`config.mk`:
```
export PLATFORM = sky130hd
export DESIGN_NAME = irq_req_latch
export DESIGN_NICKNAME = d
export VERILOG_FILES = /design/src/rtl/irql_pkg.sv /design/src/rtl/irql_sync.sv /design/src/rtl/irql_trig_reg.sv /design/src/rtl/irql_line_cell.sv /design/src/rtl/irq_req_latch.sv
export SDC_FILE = /design/constraint.sdc
export NUM_CORES = 1
export LEC_CHECK = 0
export ABC_AREA = 1
export BUFFER_PORTS_ARGS = -buffer_cell sky130_fd_sc_hd__buf_2
export CAP_MARGIN = 30
export CORE_UTILIZATION = 52
export DETAILED_ROUTE_END_ITERATION = 10
export GPL_TIMING_DRIVEN = 0
export PLACE_DENSITY = 0.84
export RECOVER_POWER = 100
export SLEW_MARGIN = 20
export SYNTH_ARGS = -nofsm -noshare
export SYNTH_HDL_FRONTEND = slang
export SYNTH_HIERARCHICAL = 1
export SYNTH_SLANG_ARGS = --single-unit
```
`constraint.sdc`:
```
create_clock -name clk -period 1.2 [get_ports clk]
set_input_delay 0.18 -clock clk [delete_from_list [all_inputs] [get_ports clk]]
set_output_delay 0.18 -clock clk [all_outputs]
set_load 0.02 [all_outputs]
```
`src/rtl/irql_pkg.sv`:
```
package irql_pkg;

   // Trigger-mode encoding of one bit of the trigger-mode register
   typedef enum logic {
      TRIG_EDGE  = 1'b0,
      TRIG_LEVEL = 1'b1
   } trig_e;

   // Largest supported line count (keeps the ack index small)
   localparam int unsigned MAX_LINES = 64;

   // Minimum number of synchronizer flops for metastability settling
   localparam int unsigned MIN_SYNC = 2;

endpackage : irql_pkg

```
`src/rtl/irql_sync.sv`:
```
module irql_sync #(
   parameter int unsigned WIDTH  = 8,
   parameter int unsigned STAGES = 2
) (
   input  logic             clk,
   input  logic             rst_n,
   input  logic [WIDTH-1:0] d_async,
   output logic [WIDTH-1:0] q_sync
);

   logic [WIDTH-1:0] chain [STAGES];

   generate
      for (genvar s = 0; s < STAGES; s++) begin : g_stage
         if (s == 0) begin : g_first
            always_ff @(posedge clk) begin
               if (!rst_n) chain[s] <= '0;
               else        chain[s] <= d_async;
            end
         end else begin : g_next
            always_ff @(posedge clk) begin
               if (!rst_n) chain[s] <= '0;
               else        chain[s] <= chain[s-1];
            end
         end
      end
   endgenerate

   assign q_sync = chain[STAGES-1];

endmodule : irql_sync

```
`src/rtl/irql_trig_reg.sv`:
```
module irql_trig_reg #(
   parameter int unsigned     WIDTH = 8,
   parameter logic [WIDTH-1:0] WMASK = '1
) (
   input  logic             clk,
   input  logic             rst_n,
   input  logic             wr_en,
   input  logic [WIDTH-1:0] wr_data,
   output logic [WIDTH-1:0] mode_q
);

   always_ff @(posedge clk) begin
      if (!rst_n)     mode_q <= '0;
      else if (wr_en) mode_q <= wr_data & WMASK;
   end

endmodule : irql_trig_reg

```
`src/rtl/irql_line_cell.sv`:
```
module irql_line_cell
   import irql_pkg::*;
(
   input  logic  clk,
   input  logic  rst_n,
   input  logic  lvl,
   input  trig_e mode,
   input  logic  ack_hit,
   input  logic  init_clr,
   output logic  req_q,
   output logic  prev_q
);

   logic rise;

   assign rise = lvl & ~prev_q;

   // Previous level: follows the line, forced low by initialization
   always_ff @(posedge clk) begin
      if (!rst_n)        prev_q <= 1'b0;
      else if (init_clr) prev_q <= 1'b0;
      else               prev_q <= lvl;
   end

   // Request bit: level lines track the input, edge lines are sticky
   always_ff @(posedge clk) begin
      if (!rst_n) begin
         req_q <= 1'b0;
      end else if (mode == TRIG_LEVEL) begin
         req_q <= lvl;
      end else if (rise) begin
         req_q <= 1'b1;
      end else if (ack_hit) begin
         req_q <= 1'b0;
      end
   end

endmodule : irql_line_cell

```
`src/rtl/irq_req_latch.sv`:
```
module irq_req_latch
   import irql_pkg::*;
#(
   parameter int unsigned       N_LINES     = 8,
   parameter int unsigned       SYNC_STAGES = 2,
   parameter logic [N_LINES-1:0] WRITE_MASK = 8'hF8,
   localparam int unsigned      ID_W        = (N_LINES > 1) ? $clog2(N_LINES) : 1
) (
   input  logic               clk,
   input  logic               rst_n,
   input  logic [N_LINES-1:0] line_in,
   input  logic               trig_wr_en,
   input  logic [N_LINES-1:0] trig_wr_data,
   input  logic [N_LINES-1:0] mask_in,
   input  logic               ack_en,
   input  logic [ID_W-1:0]    ack_id,
   input  logic               init_clr,
   output logic [N_LINES-1:0] trig_mode,
   output logic [N_LINES-1:0] req_vec,
   output logic [N_LINES-1:0] req_unmasked,
   output logic [N_LINES-1:0] req_masked
);

   // Elaboration-time parameter checks
   generate
      if (N_LINES < 2 || N_LINES > MAX_LINES) begin : g_bad_lines
         $error("irq_req_latch: N_LINES out of range");
      end
      if (SYNC_STAGES < MIN_SYNC) begin : g_bad_sync
         $error("irq_req_latch: SYNC_STAGES below minimum");
      end
   endgenerate

   logic [N_LINES-1:0] sync_lvl;
   logic [N_LINES-1:0] prev_lvl;

   irql_sync #(
      .WIDTH  (N_LINES),
      .STAGES (SYNC_STAGES)
   ) u_sync (
      .clk     (clk),
      .rst_n   (rst_n),
      .d_async (line_in),
      .q_sync  (sync_lvl)
   );

   irql_trig_reg #(
      .WIDTH (N_LINES),
      .WMASK (WRITE_MASK)
   ) u_trig (
      .clk     (clk),
      .rst_n   (rst_n),
      .wr_en   (trig_wr_en),
      .wr_data (trig_wr_data),
      .mode_q  (trig_mode)
   );

   generate
      for (genvar i = 0; i < N_LINES; i++) begin : g_line
         logic  hit;
         trig_e mode_i;

         assign hit    = ack_en && (ack_id == ID_W'(i));
         assign mode_i = trig_e'(trig_mode[i]);

         irql_line_cell u_cell (
            .clk      (clk),
            .rst_n    (rst_n),
            .lvl      (sync_lvl[i]),
            .mode     (mode_i),
            .ack_hit  (hit),
            .init_clr (init_clr),
            .req_q    (req_vec[i]),
            .prev_q   (prev_lvl[i])
         );
      end
   endgenerate

   assign req_unmasked = req_vec & ~mask_in;
   assign req_masked   = req_vec &  mask_in;

endmodule : irq_req_latch

```
[Word level (Yosys, flattened, before mapping)]
Memory sizes are Yosys's and may differ from the RTL's.
Cells that the tools add are included.
Cells by class
  eq/ne operators: 7
  mux-type cells: 25
  bitwise logic cells: 22
  reductions and logical operators: 18
Operators with widths (count)
  $mux W1: 23
  $and A8 B8 Y8: 2
  $mux W8: 2
  $reduce_bool A3 Y1: 5
  $eq A3 B3 Y1 const B: 4
  $not A1 Y1: 9
  $and A1 B1 Y1: 8
  $logic_and A1 B1 Y1: 8
  $not A8 Y8: 1
  $eq A3 B2 Y1 const B: 2
  $reduce_bool A2 Y1: 3
  $eq A3 B1 Y1 const B: 1
  $logic_not A3 Y1: 1
  $or A1 B1 Y1: 2
  $reduce_or A2 Y1: 1
Word-level totals
  register bits: 21
  memory bits (writable): 16
  bits of input ports: 32
  memories kept: 1
Memory list
  u_sync.chain: words 2, width 8, read ports 2, clocked after memory_dff 0, wr ports 2, line irql_sync.sv:11  | logic [WIDTH-1:0] chain [STAGES];

[Logic depth before layout (Yosys ltp)]
Gate-level depths: netlist of the first run.
  depth in word-level cells: 5
  gate-level depth with buffers: 6
  gate-level depth less buffers: 6

[Cells and area by module]
Netlist of the first run, hierarchy kept.
Modules (own cells, without submodules)
  irql_line_cell: instances 8, cells each 14, area each 95.1 um^2
  irql_sync: instances 1, cells each 50, area each 484.2 um^2
  irql_trig_reg: instances 1, cells each 35, area each 231.5 um^2
  irq_req_latch: instances 1, cells each 49, area each 183.9 um^2

[Worst setup path before layout of the first run]
Ideal clock, no wire load.
  path type: reg-to-output
  from: register g_line[5].u_cell.req_q
  to: output req_unmasked[5]
  data arrival time: 0.800 ns
  setup slack: 0.220 ns
  cell stages (with the launch flop): 3
  buffers on the path: 0
  path through: dfxtp_1 -> inv_1 -> nor2_1
Between the ends
  longest elaborated chain between the ends: 1
RTL lines
  start: declaration: line irql_line_cell.sv:10  | output logic req_q,
  start signal: assignment: line irql_line_cell.sv:30  | req_q <= lvl;
  $and A8 B8 Y8: line irq_req_latch.sv:79  | assign req_unmasked = req_vec & ~mask_in;
  end: declaration: line irq_req_latch.sv:20  | output logic [N_LINES-1:0] req_unmasked,
Every way passes these cells.

[Final worst setup path of the first run]
  from: register g_line[7].u_cell.req_q
  to: output req_unmasked[7]
Between the ends
  longest elaborated chain between the ends: 1
RTL lines (line)
  start: declaration: irql_line_cell.sv:10
  start signal: assignment: irql_line_cell.sv:30
  $and A8 B8 Y8: irq_req_latch.sv:79
Every way passes these cells.

==> load_flow_metrics.sql, run 1 <==
INSERT INTO impl_metrics (metric_group, metric, value, unit) VALUES
('status', 'outcome', 'finished, final reports clean', ''),
('synthesis', 'ys_flop_type', 'sky130_fd_sc_hd__dfxtp_1', ''),
('clock_network', 'h-tree-depth', '2', ''),
('clock_network', 'cts-root-buf', 'sky130_fd_sc_hd__clkbuf_4', ''),
('worst_hold_path', 'hold_class', 'in2reg', ''),
('routing', 'remaining_drc_errors', '0', ''),
('sta', 'worst_slew_margin_rel', '40.0', '%'),
('pwr', 'power.internal', '1.62', 'mW'),
('setup_path', 'crit_path_max_fanout', '4', ''),
('place', 'placed_cell_area', '2000', 'um^2'),
('place', 'io_buffers', '56', ''),
('final_layout', 'instances_no_fill', '354', ''),
('sta', 'setup-tns-final', '0', 'ns'),
('clock_network', 'tritoncts', 'done', ''),
('place', 'final_weighted_congestion_in_routability_driven_placement', '0.741', ''),
('sta', 'final-max-slew-violation-count', '0', ''),
('clock_network', 'ctsHoldBuffers', '0', ''),
('sta', 'maximum_clock_skew_at_final_layout', '0.00763', 'ns'),
('worst_hold_path', 'worstHoldStart', 'line_in[2]', ''),
('synthesis', 'synthCells', '246', ''),
('setup_path', 'regToRegStartpoint', 'g_line[6].u_cell/req_q$_SDFFE_PN0P_', ''),
('routing', 'detailroute.via_count', '1401', ''),
('setup_path', 'crit_type', 'reg2out', ''),
('setup_path', 'critical_path.endpoint_type', 'primary output', ''),
('clock_network', 'post_cts.repair.setup_buffers', '0', ''),
('routing', 'detail_route.iter0.violations', '47', ''),
('setup_path', 'critPathArrivalTime', '0.97', 'ns'),
('run', 'max-cap-violations', '0', ''),
('routing', 'wl_per_cell', '7.32', 'um'),
('worst_hold_path', 'min_to', 'u_sync/chain[0][2]$_SDFF_PN0_', ''),
('sta', 'max_clock_freq', '866', 'MHz'),
('pwr', 'p_seq_share', '59.9', '%'),
('final_layout', 'finish.utilization', '67.4', '%'),
('synthesis', 'post_synth.cell_area_avg', '6.75', 'um^2'),
('global_routing', 'first_global_vias', '1063', ''),
('floorplan', 'dieArea', '3420', 'um^2'),
('synthesis', 'synth_area_leader_cell', 'sky130_fd_sc_hd__dfxtp_1', ''),
('global_routing', 'initial_antenna_violation_count', '0', ''),
('clock_network', 'numCtsBuffers', '5', ''),
('sta', 'pnr_worst_setup_slack', '0.0453', 'ns'),
('synthesis', 'ys_warn_count', '6', ''),
('floorplan', 'die_h', '58.5', 'um'),
('floorplan', 'num_io_pins', '64', ''),
('global_routing', 'grt_overflow', '0', ''),
('pwr', 'net_switching_share_of_the_total_power', '26.4', '%'),
('place', 'post-dp-hpwl', '1960', 'um'),
('final_layout', 'fillers', '307', ''),
('sta', 'layout_min_cycle_time', '1.15', 'ns'),
('pwr', 'power.share.clock', '25.0', '%'),
('final_layout', 'layout-drive-gt1-share', '30.3', '%'),
('pwr', 'p_switching', '0.580', 'mW'),
('pwr', 'combinational_share_of_power', '15.1', '%'),
('sta', 'final.period_utilization', '96.2', '%'),
('sta', 'hold_violations', '0', ''),
('synthesis', 'synthTopCellsByArea', 'sky130_fd_sc_hd__dfxtp_1 45%, sky130_fd_sc_hd__nand2_1 17%, sky130_fd_sc_hd__inv_1 16%', ''),
('synthesis', 'synth_seq_cells', '37', ''),
('sta', 'worst-slew-pin-transition', '0.900', 'ns'),
('synthesis', 'ys_top_cells_by_count', '75 x sky130_fd_sc_hd__nand2_1, 72 x sky130_fd_sc_hd__inv_1, 37 x sky130_fd_sc_hd__dfxtp_1', ''),
('clock_network', 'path_clk_slew', '0.10', 'ns'),
('floorplan', 'coreArea', '3050', 'um^2'),
('global_routing', 'global_route_total_usage_across_every_layer', '16.6', '%'),
('floorplan', 'die_span_in_x', '58.5', 'um'),
('clock_network', 'ctsLongestPathBuffers', '2', ''),
('global_routing', 'grt_pass1_wl', '4150', 'um'),
('synthesis', 'synth_most_common_cell', 'sky130_fd_sc_hd__nand2_1', ''),
('setup_path', 'cp-start-kind', 'register', ''),
('setup_path', 'crit_chain', 'inv_2, nor2_2, buf_6', ''),
('sta', 'grt_setup_unrepaired', 'true', ''),
('synthesis', 'post_synth_num_cell_types', '11', ''),
('clock_network', 'cts.sinks', '37', ''),
('synthesis', 'asyncSetResetFlopFracSynth', '0', '%');
## routing by layer
metal / up-vias / GRT usage (%) / wire (um) / share of wire, %
met2: 48 / 28.1 / 1260 / 49
met5: - / 0 / 0 / 0
met3: 5 / 7.47 / 191 / 7.4
met1: 556 / 17.9 / 1090 / 42
met4: 0 / 7.14 / 46 / 1.8
li1: 792 / - / - / -
## cell usage in the layout (no fill, tap or decap)
cell | netlist | layout
sky130_fd_sc_hd__nand2_2 | 5 | 1
sky130_fd_sc_hd__clkbuf_1 | 0 | 6
sky130_fd_sc_hd__buf_2 | 0 | 34
sky130_fd_sc_hd__clkbuf_2 | 0 | 8
sky130_fd_sc_hd__clkbuf_4 | 0 | 6
sky130_fd_sc_hd__buf_6 | 2 | 3
sky130_fd_sc_hd__nor2_1 | 34 | 32
sky130_fd_sc_hd__clkinv_2 | 0 | 1
sky130_fd_sc_hd__inv_2 | 0 | 5
sky130_fd_sc_hd__inv_1 | 72 | 67
sky130_fd_sc_hd__dfxtp_4 | 0 | 1
sky130_fd_sc_hd__dfxtp_2 | 0 | 7
sky130_fd_sc_hd__dfxtp_1 | 37 | 29
sky130_fd_sc_hd__nor2_4 | 8 | 8
sky130_fd_sc_hd__conb_1 | 1 | 3
sky130_fd_sc_hd__nor2_2 | 8 | 10
sky130_fd_sc_hd__buf_4 | 3 | 10
sky130_fd_sc_hd__nand2_1 | 75 | 79
## stage by stage
step           power, mW  hold slack [ns]
3_5_place_dp        1.68            0.367
4_1_cts             2.22           0.0234
6_report            2.20           0.0321
3_3_place_gp        1.67            0.363
2_1_floorplan       1.56            0.252
5_1_grt             2.34           0.0101
## timing repair
action / in CTS / in global routing
cloned: 0 / 0
gates resized for setup: 1 / 24
pin swaps: 0 / 3
setup endpoints to repair: 1 / 15
## worst max path at each step
stage                                   startpoint                            end
2_1_floorplan  g_line[5].u_cell/req_q$_SDFFE_PN0P_                req_unmasked[5]
3_3_place_gp                                 rst_n  u_sync/chain[1][0]$_SDFF_PN0_
3_5_place_dp                                 rst_n  u_sync/chain[1][0]$_SDFF_PN0_
4_1_cts        g_line[7].u_cell/req_q$_SDFFE_PN0P_                req_unmasked[7]
5_1_grt        g_line[4].u_cell/req_q$_SDFFE_PN0P_                req_unmasked[4]
6_report       g_line[7].u_cell/req_q$_SDFFE_PN0P_                req_unmasked[7]
## flip-flops by register name, summed over array words and instances (netlist names)
| name | flops |
|---|---|
| u_sync/chain | 16 |
| g_line.u_cell/prev_q | 8 |
| g_line.u_cell/req_q | 8 |
| u_trig/mode_q | 5 |
## logic make-up after synthesis
family	after synthesis	synth area share, %
and+or+nand+nor	130	35.0
buffers and inverters	78	20.2
DFF	37	44.6
other	1	0.226
## worst max-delay path: cells and delay by family, from the launching register on
kind	cells	cell delay, ns
buf+inv	2	0.17
simple gates	1	0.12
flops	1	0.37
## power by group through the flow
stage                     combinational (mW)  clock, mW  sequential [mW]
after floorplan                        0.188          0             1.37
after global placement                 0.326          0             1.34
after detailed placement               0.335          0             1.34
after CTS                              0.336      0.567             1.31
after global routing                   0.374      0.639             1.32
final                                  0.331      0.549             1.32
## layout make-up
class	instances	area [um^2]	area share [%]
multi-input combinational	133	587	28.5
inverter	72	270	13.1
buffer	6	52.6	2.55
clock buffer	5	37.5	1.82
tap	44	55.1	2.68
clock inverter	1	5.00	0.243
sequential	37	753	36.6
timing repair buffer	56	297	14.4
(Power assumes the default switching activity.)
==> inputs of run 2 (changes only) <==
--- a/config.mk
+++ b/config.mk
@@ -7,12 +7,13 @@
 export LEC_CHECK = 0
 export ABC_AREA = 1
 export BUFFER_PORTS_ARGS = -buffer_cell sky130_fd_sc_hd__buf_2
-export CAP_MARGIN = 30
 export CORE_UTILIZATION = 52
 export DETAILED_ROUTE_END_ITERATION = 10
 export GPL_TIMING_DRIVEN = 0
+export MAX_ROUTING_LAYER = met4
 export PLACE_DENSITY = 0.84
 export RECOVER_POWER = 100
+export SETUP_SLACK_MARGIN = 0.05
 export SLEW_MARGIN = 20
 export SYNTH_ARGS = -nofsm -noshare
 export SYNTH_HDL_FRONTEND = slang
==> run 2 against run 1 <==
  * Wire length is 4.2% higher
  * Sequential cell count stayed put
  * Combinational power is 6.6% higher
  * Total power is 1.2% higher
  * Final area is 4.2% higher
  * Utilization is 2.8 points higher
==> load_flow_metrics.sql, run 2 (synthesis results as in run 1) <==
INSERT INTO impl_metrics (metric_group, metric, value, unit) VALUES
('final_layout', 'n_antenna_cell', '0', ''),
('place', 'final_weighted_congestion_in_routability_driven_placement', '0.750', ''),
('pwr', 'pwr_cell_area', '1040', 'nW/um^2'),
('floorplan', 'floorplan.initialDensity', '54.4', '%'),
('routing', 'wl', '2700', 'um'),
('sta', 'hold_violations', '0', ''),
('floorplan', 'die_h', '58.5', 'um'),
('final_layout', 'area_growth', '29.1', '%'),
('global_routing', 'global_route_total_usage_across_every_layer', '17.1', '%'),
('global_routing', 'grt_start_max_net_pins', '23', ''),
('place', 'place_ws', '0.196', 'ns'),
('setup_path', 'crit_path_max_fanout', '4', ''),
('place', 'post-dp-hpwl', '1960', 'um'),
('setup_path', 'cp_slowest_stage_delay', '0.37', 'ns'),
('floorplan', 'coreArea', '3050', 'um^2'),
('final_layout', 'mostFrequentLayoutCell', 'sky130_fd_sc_hd__nand2_1', ''),
('clock_network', 'clk-insertion-delay-late', '0.32', 'ns'),
('clock_network', 'ctsLongestPathBuffers', '2', ''),
('final_layout', 'top_register', 'u_sync/chain', ''),
('sta', 'hold_slack', '0.0303', 'ns'),
('setup_path', 'crit_chain', 'inv_2, nor2_2, buf_6', ''),
('pwr', 'net_switching_share_of_the_total_power', '26.5', '%'),
('final_layout', 'mostFrequentLayoutCells', '78 x sky130_fd_sc_hd__nand2_1, 64 x sky130_fd_sc_hd__inv_1, 36 x sky130_fd_sc_hd__buf_2, 31 x sky130_fd_sc_hd__nor2_1, 24 x sky130_fd_sc_hd__dfxtp_1', ''),
('clock_network', 'post_cts.repair.setup_buffers', '0', ''),
('clock_network', 'cts-root-buf', 'sky130_fd_sc_hd__clkbuf_4', ''),
('routing', 'drtAntennaViolNets', '0', ''),
('routing', 'remaining_drc_errors', '0', ''),
('sta', 'final-max-slew-violation-count', '0', ''),
('place', 'placed_cells', '348', ''),
('sta', 'max_clock_freq', '866', 'MHz'),
('final_layout', 'number_of_flip_flops_in_the_largest_register', '16', ''),
('floorplan', 'die_span_in_x', '58.5', 'um'),
('clock_network', 'tritoncts', 'done', ''),
('pwr', 'p_seq_share', '59.3', '%'),
('sta', 'maximum_clock_skew_at_final_layout', '0.00739', 'ns'),
('routing', 'viasPerCell', '3.98', ''),
('sta', 'final.period_utilization', '96.3', '%'),
('sta', 'grt_setup_unrepaired', 'true', ''),
('floorplan', 'dieArea', '3420', 'um^2'),
('sta', 'worst-slew-pin-transition', '0.909', 'ns'),
('setup_path', 'critPathArrivalTime', '0.98', 'ns'),
('sta', 'pnr_worst_setup_slack', '0.0450', 'ns'),
('setup_path', 'timing.critical_path.required', '1.02', 'ns'),
('clock_network', 'cts.sinks', '37', ''),
('pwr', 'power.share.clock', '24.8', '%'),
('run', 'max-cap-violations', '0', ''),
('floorplan', 'std_cell_rows', '20', ''),
('final_layout', 'largestRegisters', 'u_sync/chain: 16 flops, g_line.u_cell/prev_q: 8 flops, g_line.u_cell/req_q: 8 flops', ''),
('global_routing', 'grt_pass1_wl', '4200', 'um'),
('floorplan', 'num_io_pins', '64', ''),
('final_layout', 'instances_no_fill', '354', ''),
('routing', 'wl_per_cell', '7.64', 'um'),
('routing', 'detailroute.via_count', '1410', ''),
('final_layout', 'layout-drive-gt1-share', '34.2', '%'),
('final_layout', 'finalNetCount', '343', ''),
('routing', 'detail_route.iter0.violations', '41', ''),
('pwr', 'peakVddDrop', '0.000812', 'V'),
('setup_path', 'cp-start-kind', 'register', ''),
('global_routing', 'initial_antenna_violation_count', '0', ''),
('worst_hold_path', 'hold_class', 'in2reg', ''),
('setup_path', 'critical_path.slowest_cell', 'sky130_fd_sc_hd__dfxtp_2', ''),
('sta', 'setup_viol_count_final', '0', ''),
('routing', 'dr.pass1.iters', '4', ''),
('pwr', 'total_leakage_power', '1.30', 'nW'),
('clock_network', 'h-tree-depth', '2', ''),
('sta', 'layout_min_cycle_time', '1.16', 'ns'),
('setup_path', 'worst-path-buf-inv', '2', ''),
('clock_network', 'path_clk_slew', '0.10', 'ns'),
('global_routing', 'grt_overflow', '0', ''),
('sta', 'worst_slew_margin_rel', '39.4', '%'),
('setup_path', 'critical_path.endpoint_type', 'primary output', ''),
('pwr', 'power.total', '2.22', 'mW'),
('setup_path', 'crit_type', 'reg2out', ''),
('pwr', 'p_switching', '0.590', 'mW'),
('pwr', 'combinational_share_of_power', '15.9', '%'),
('status', 'outcome', 'finished, final reports clean', ''),
('setup_path', 'crit_family', 'flip-flops', ''),
('pwr', 'power.internal', '1.63', 'mW'),
('clock_network', 'numCtsBuffers', '5', ''),
('place', 'io_buffers', '56', ''),
('global_routing', 'first_global_vias', '1079', '');
==> run 2: cell count changes in the layout (fill, tap and decap cells not counted), moves of 2 or more <==
cell / delta
sky130_fd_sc_hd__dfxtp_2: +4
sky130_fd_sc_hd__dfxtp_1: -5
sky130_fd_sc_hd__buf_6: +8
sky130_fd_sc_hd__clkbuf_2: -8
sky130_fd_sc_hd__clkbuf_1: -2
sky130_fd_sc_hd__inv_1: -3
sky130_fd_sc_hd__buf_2: +2
sky130_fd_sc_hd__inv_2: +2
==> run 2: cell type report <==
| class | count | area (um^2) |
|---|---|---|
| multi-input cells | 133 | 597 |
| clock buffers | 5 | 37.5 |
| inverters | 72 | 273 |
| plain buffers | 6 | 65.1 |
| well taps | 44 | 55.1 |
| clock inverters | 1 | 5.00 |
| fillers | 289 | 910 |
| repair buffers | 56 | 349 |
| flip-flops and latches | 37 | 762 |
==> run 2: worst paths after layout <==
path                                                     startpoint                             endpoint  slack (ns)  cells past startpoint
worst min-delay path                                     line_in[2]        u_sync/chain[0][2]$_SDFF_PN0_        0.03                      3
worst max-delay path            g_line[7].u_cell/req_q$_SDFFE_PN0P_                      req_unmasked[7]        0.04                      3
worst min register to register        u_sync/chain[0][6]$_SDFF_PN0_        u_sync/chain[1][6]$_SDFF_PN0_        0.41                      2
worst max register to register  g_line[4].u_cell/req_q$_SDFFE_PN0P_  g_line[4].u_cell/req_q$_SDFFE_PN0P_        0.51                      4
==> run 2: worst min-delay path, delay by kind of cell <==
| family | cells | cell delay (ns) |
|---|---|---|
| buf+inv | 2 | 0.11 |
| simple gates | 1 | 0.04 |
==> run 2: per-layer routing <==
| metal | part of all wire (%) | up-vias | global-route usage, % | routed length [um] |
|---|---|---|---|---|
| li1 | - | 791 | - | - |
| met1 | 42 | 569 | 18.0 | 1140 |
| met2 | 50 | 48 | 28.4 | 1360 |
| met3 | 6.6 | 2 | 6.81 | 179 |
| met4 | 0.85 | 0 | 7.14 | 23 |
| met5 | 0 | - | - | 0 |
==> run 2: power by group through the flow <==
stage,combinational (mW),sequential [mW],clock [mW]
floorplan,0.188,1.37,0
global route,0.396,1.33,0.634
global placement,0.326,1.34,0
CTS,0.336,1.32,0.567
detailed placement,0.335,1.34,0
finish,0.353,1.32,0.552
==> run 2: per-stage QoR <==
step | instance area (um^2) | util, % | TNS (ns)
floorplan | 1670 | - | 0
global placement | 2000 | 65.6 | 0
detailed placement | 2000 | 65.6 | 0
CTS | 2060 | 67.3 | 0
global route | 2140 | 70.2 | -0.0702
finish | 2140 | 70.2 | 0
==> run 2: timing repair <==
item	in CTS	in global routing
pin swaps	0	4
endpoints found under the hold margin	0	0
gates resized for setup	8	46
gates cloned	0	0
hold buffers	0	0
setup endpoints to repair	12	21
==> inputs of run 3 (changes only) <==
--- a/config.mk
+++ b/config.mk
@@ -7,11 +7,11 @@
 export LEC_CHECK = 0
 export ABC_AREA = 1
 export BUFFER_PORTS_ARGS = -buffer_cell sky130_fd_sc_hd__buf_2
-export CORE_UTILIZATION = 52
+export CORE_UTILIZATION = 45
 export DETAILED_ROUTE_END_ITERATION = 10
 export GPL_TIMING_DRIVEN = 0
 export MAX_ROUTING_LAYER = met4
-export PLACE_DENSITY = 0.84
+export PLACE_DENSITY = 0.74
 export RECOVER_POWER = 100
 export SETUP_SLACK_MARGIN = 0.05
 export SLEW_MARGIN = 20
==> run 3 against run 2 <==
  * Worst setup slack improved by 0.035 ns
  * Final area is 3.8% lower
  * Wire length down 6.3%
  * Count of clock-buffer cells in the layout rose by 2
  * Clock skew is 0.0057 ns lower
  * First-iteration DRC count grew 44%
  * Critical endpoint is now req_masked[2]
  * Hold slack improved by 0.042 ns
  * Maximum frequency increased by 3.1%
  * Utilization shrank 10 points
  * Via count shrank 5.2%
  * Highest routed layer unchanged
  * Sequential share of layout area increased by 0.86 points
  * Register-to-register slack hardly changed
==> load_flow_metrics.sql, run 3 (synthesis results as in run 1) <==
INSERT INTO impl_metrics (metric_group, metric, value, unit) VALUES
('status', 'outcome', 'finished, final reports clean', ''),
('sta', 'max_clock_freq', '893', 'MHz'),
('clock_network', 'path_clk_slew', '0.06', 'ns'),
('setup_path', 'register_to_register_setup_slack', '0.51', 'ns'),
('final_layout', 'layout-drive-gt1-share', '26.4', '%'),
('routing', 'wl_per_cell', '7.09', 'um'),
('clock_network', 'quantity_of_gates_resized_following_cts', '0', ''),
('worst_hold_path', 'min_to', 'u_sync/chain[0][5]$_SDFF_PN0_', ''),
('routing', 'drtAntennaViolNets', '0', ''),
('final_layout', 'mostFrequentLayoutCells', '75 x sky130_fd_sc_hd__nand2_1, 72 x sky130_fd_sc_hd__inv_1, 34 x sky130_fd_sc_hd__nor2_1, 30 x sky130_fd_sc_hd__buf_2, 29 x sky130_fd_sc_hd__dfxtp_1', ''),
('global_routing', 'grt_start_max_net_pins', '23', ''),
('global_routing', 'grt_overflow', '0', ''),
('setup_path', 'cp-start-kind', 'register', ''),
('sta', 'grt_setup_unrepaired', 'true', ''),
('setup_path', 'crit_type', 'reg2out', ''),
('place', 'final_weighted_congestion_in_routability_driven_placement', '0.700', ''),
('final_layout', 'mostFrequentLayoutCell', 'sky130_fd_sc_hd__nand2_1', ''),
('pwr', 'power.total', '2.47', 'mW'),
('sta', 'setup_viol_count_final', '0', ''),
('final_layout', 'n_antenna_cell', '0', ''),
('routing', 'wl', '2530', 'um'),
('clock_network', 'post_cts.repair.setup_buffers', '0', ''),
('final_layout', 'finalNetCount', '343', ''),
('setup_path', 'crit_path_max_fanout', '4', ''),
('clock_network', 'tritoncts', 'done', ''),
('routing', 'remaining_drc_errors', '0', ''),
('sta', 'hold_violations', '0', ''),
('clock_network', 'cts-root-buf', 'sky130_fd_sc_hd__clkbuf_8', ''),
('clock_network', 'ctsHoldBuffers', '0', ''),
('floorplan', 'num_io_pins', '64', ''),
('global_routing', 'first_global_vias', '1149', ''),
('sta', 'maximum_clock_skew_at_final_layout', '0.00166', 'ns'),
('place', 'io_buffers', '56', ''),
('worst_hold_path', 'worstHoldPathCells', '3', ''),
('sta', 'hold_slack', '0.0723', 'ns'),
('clock_network', 'clk-insertion-delay-late', '0.28', 'ns'),
('place', 'post-dp-hpwl', '1860', 'um'),
('floorplan', 'floorplan.initialDensity', '48.2', '%'),
('routing', 'viasPerCell', '3.75', ''),
('run', 'max-cap-violations', '0', ''),
('floorplan', 'coreArea', '3440', 'um^2'),
('global_routing', 'initial_antenna_violation_count', '0', ''),
('final_layout', 'final_area', '2060', 'um^2'),
('global_routing', 'global_route_total_usage_across_every_layer', '15.7', '%'),
('clock_network', 'numCtsBuffers', '5', ''),
('setup_path', 'critical_path.endpoint_type', 'primary output', ''),
('setup_path', 'critical_path.reg2reg.endpoint', 'g_line[3].u_cell/req_q$_SDFFE_PN0P_', ''),
('clock_network', 'ctsLongestPathBuffers', '2', ''),
('setup_path', 'critPathArrivalTime', '0.94', 'ns'),
('clock_network', 'h-tree-depth', '2', ''),
('clock_network', 'cts.sinks', '37', ''),
('pwr', 'total_leakage_power', '1.26', 'nW'),
('routing', 'dr.pass1.iters', '4', ''),
('setup_path', 'regToRegStartpoint', 'u_trig/mode_q[3]$_SDFFE_PN0P_', ''),
('final_layout', 'area_growth', '24.2', '%'),
('sta', 'layout_min_cycle_time', '1.12', 'ns'),
('pwr', 'pwr_cell_area', '1200', 'nW/um^2'),
('sta', 'setup-tns-final', '0', 'ns'),
('pwr', 'peakVddDrop', '0.000625', 'V'),
('sta', 'final-max-slew-violation-count', '0', ''),
('global_routing', 'grt_pass1_wl', '4570', 'um'),
('setup_path', 'timing.critical_path.required', '1.02', 'ns'),
('worst_hold_path', 'worstHoldStart', 'line_in[5]', ''),
('floorplan', 'die_span_in_x', '62.7', 'um'),
('routing', 'detail_route.iter0.violations', '59', ''),
('final_layout', 'top_register', 'u_sync/chain', ''),
('setup_path', 'reg2reg_depth', '4', ''),
('final_layout', 'finish.utilization', '59.9', '%'),
('floorplan', 'std_cell_rows', '21', ''),
('final_layout', 'largestRegisters', 'u_sync/chain: 16 flops, g_line.u_cell/prev_q: 8 flops, g_line.u_cell/req_q: 8 flops', ''),
('place', 'placed_cell_area', '2010', 'um^2'),
('routing', 'detailroute.via_count', '1337', ''),
('floorplan', 'dieArea', '3940', 'um^2'),
('floorplan', 'die_h', '62.7', 'um'),
('sta', 'final.period_utilization', '93.3', '%'),
('final_layout', 'number_of_flip_flops_in_the_largest_register', '16', ''),
('worst_hold_path', 'hold_class', 'in2reg', '');
[run 3: cell types whose count changed in the layout (fill, tap and decap cells not counted), moves of 6 or more]
cell	previous run	this run
sky130_fd_sc_hd__buf_2	36	30
sky130_fd_sc_hd__clkbuf_2	0	13
sky130_fd_sc_hd__clkbuf_1	4	16
sky130_fd_sc_hd__inv_2	7	0
sky130_fd_sc_hd__buf_4	10	3
sky130_fd_sc_hd__clkbuf_8	0	6
sky130_fd_sc_hd__inv_1	64	72
sky130_fd_sc_hd__buf_6	11	1
[run 3: how the worst max path moves through the flow]
stage	endpoint	slack, ns	from
detailed placement	u_sync/chain[1][0]$_SDFF_PN0_	0.21	rst_n
floorplan	req_unmasked[5]	0.22	g_line[5].u_cell/req_q$_SDFFE_PN0P_
global placement	u_sync/chain[1][0]$_SDFF_PN0_	0.21	rst_n
CTS	req_unmasked[2]	0.06	g_line[2].u_cell/req_q$_SDFFE_PN0P_
global route	u_sync/chain[0][4]$_SDFF_PN0_	0.02	rst_n
finish	req_masked[2]	0.08	g_line[2].u_cell/req_q$_SDFFE_PN0P_
[run 3: cell type report]
| class | count | area, um^2 |
|---|---|---|
| Multi-Input combinational cell | 133 | 592 |
| Fill cell | 342 | 1380 |
| Buffer | 6 | 42.5 |
| Tap cell | 46 | 57.6 |
| Clock buffer | 7 | 86.3 |
| Inverter | 72 | 270 |
| Timing Repair Buffer | 56 | 263 |
| Sequential cell | 37 | 751 |
[run 3: metrics by stage]
stage,cells,worst slack [ns]
after floorplan,248,0.220
after global placement,350,0.208
after detailed placement,350,0.206
after CTS,357,0.0551
after global routing,357,0.0183
final,357,0.0801
[run 3: routing by layer]
| layer | vias up | wire length, um | GRT usage [%] |
|---|---|---|---|
| met2 | 47 | 1070 | 23.6 |
| met3 | 6 | 177 | 5.47 |
| met1 | 497 | 1210 | 17.2 |
| met5 | - | 0 | - |
| li1 | 787 | - | - |
| met4 | 0 | 76 | 11.3 |
[run 3: critical path, cell delays in order, from the launching register on]
cell                       delay [ns]
sky130_fd_sc_hd__dfxtp_2         0.35
sky130_fd_sc_hd__nand2_1         0.05
sky130_fd_sc_hd__inv_1           0.04
sky130_fd_sc_hd__clkbuf_1        0.21
[run 3: where the power goes]
part	leakage, nW	internal, mW	total [mW]	switching (mW)
clock	0.0443	0.455	0.839	0.384
sequential	0.308	1.28	1.32	0.0315
combinational	0.904	0.119	0.316	0.198
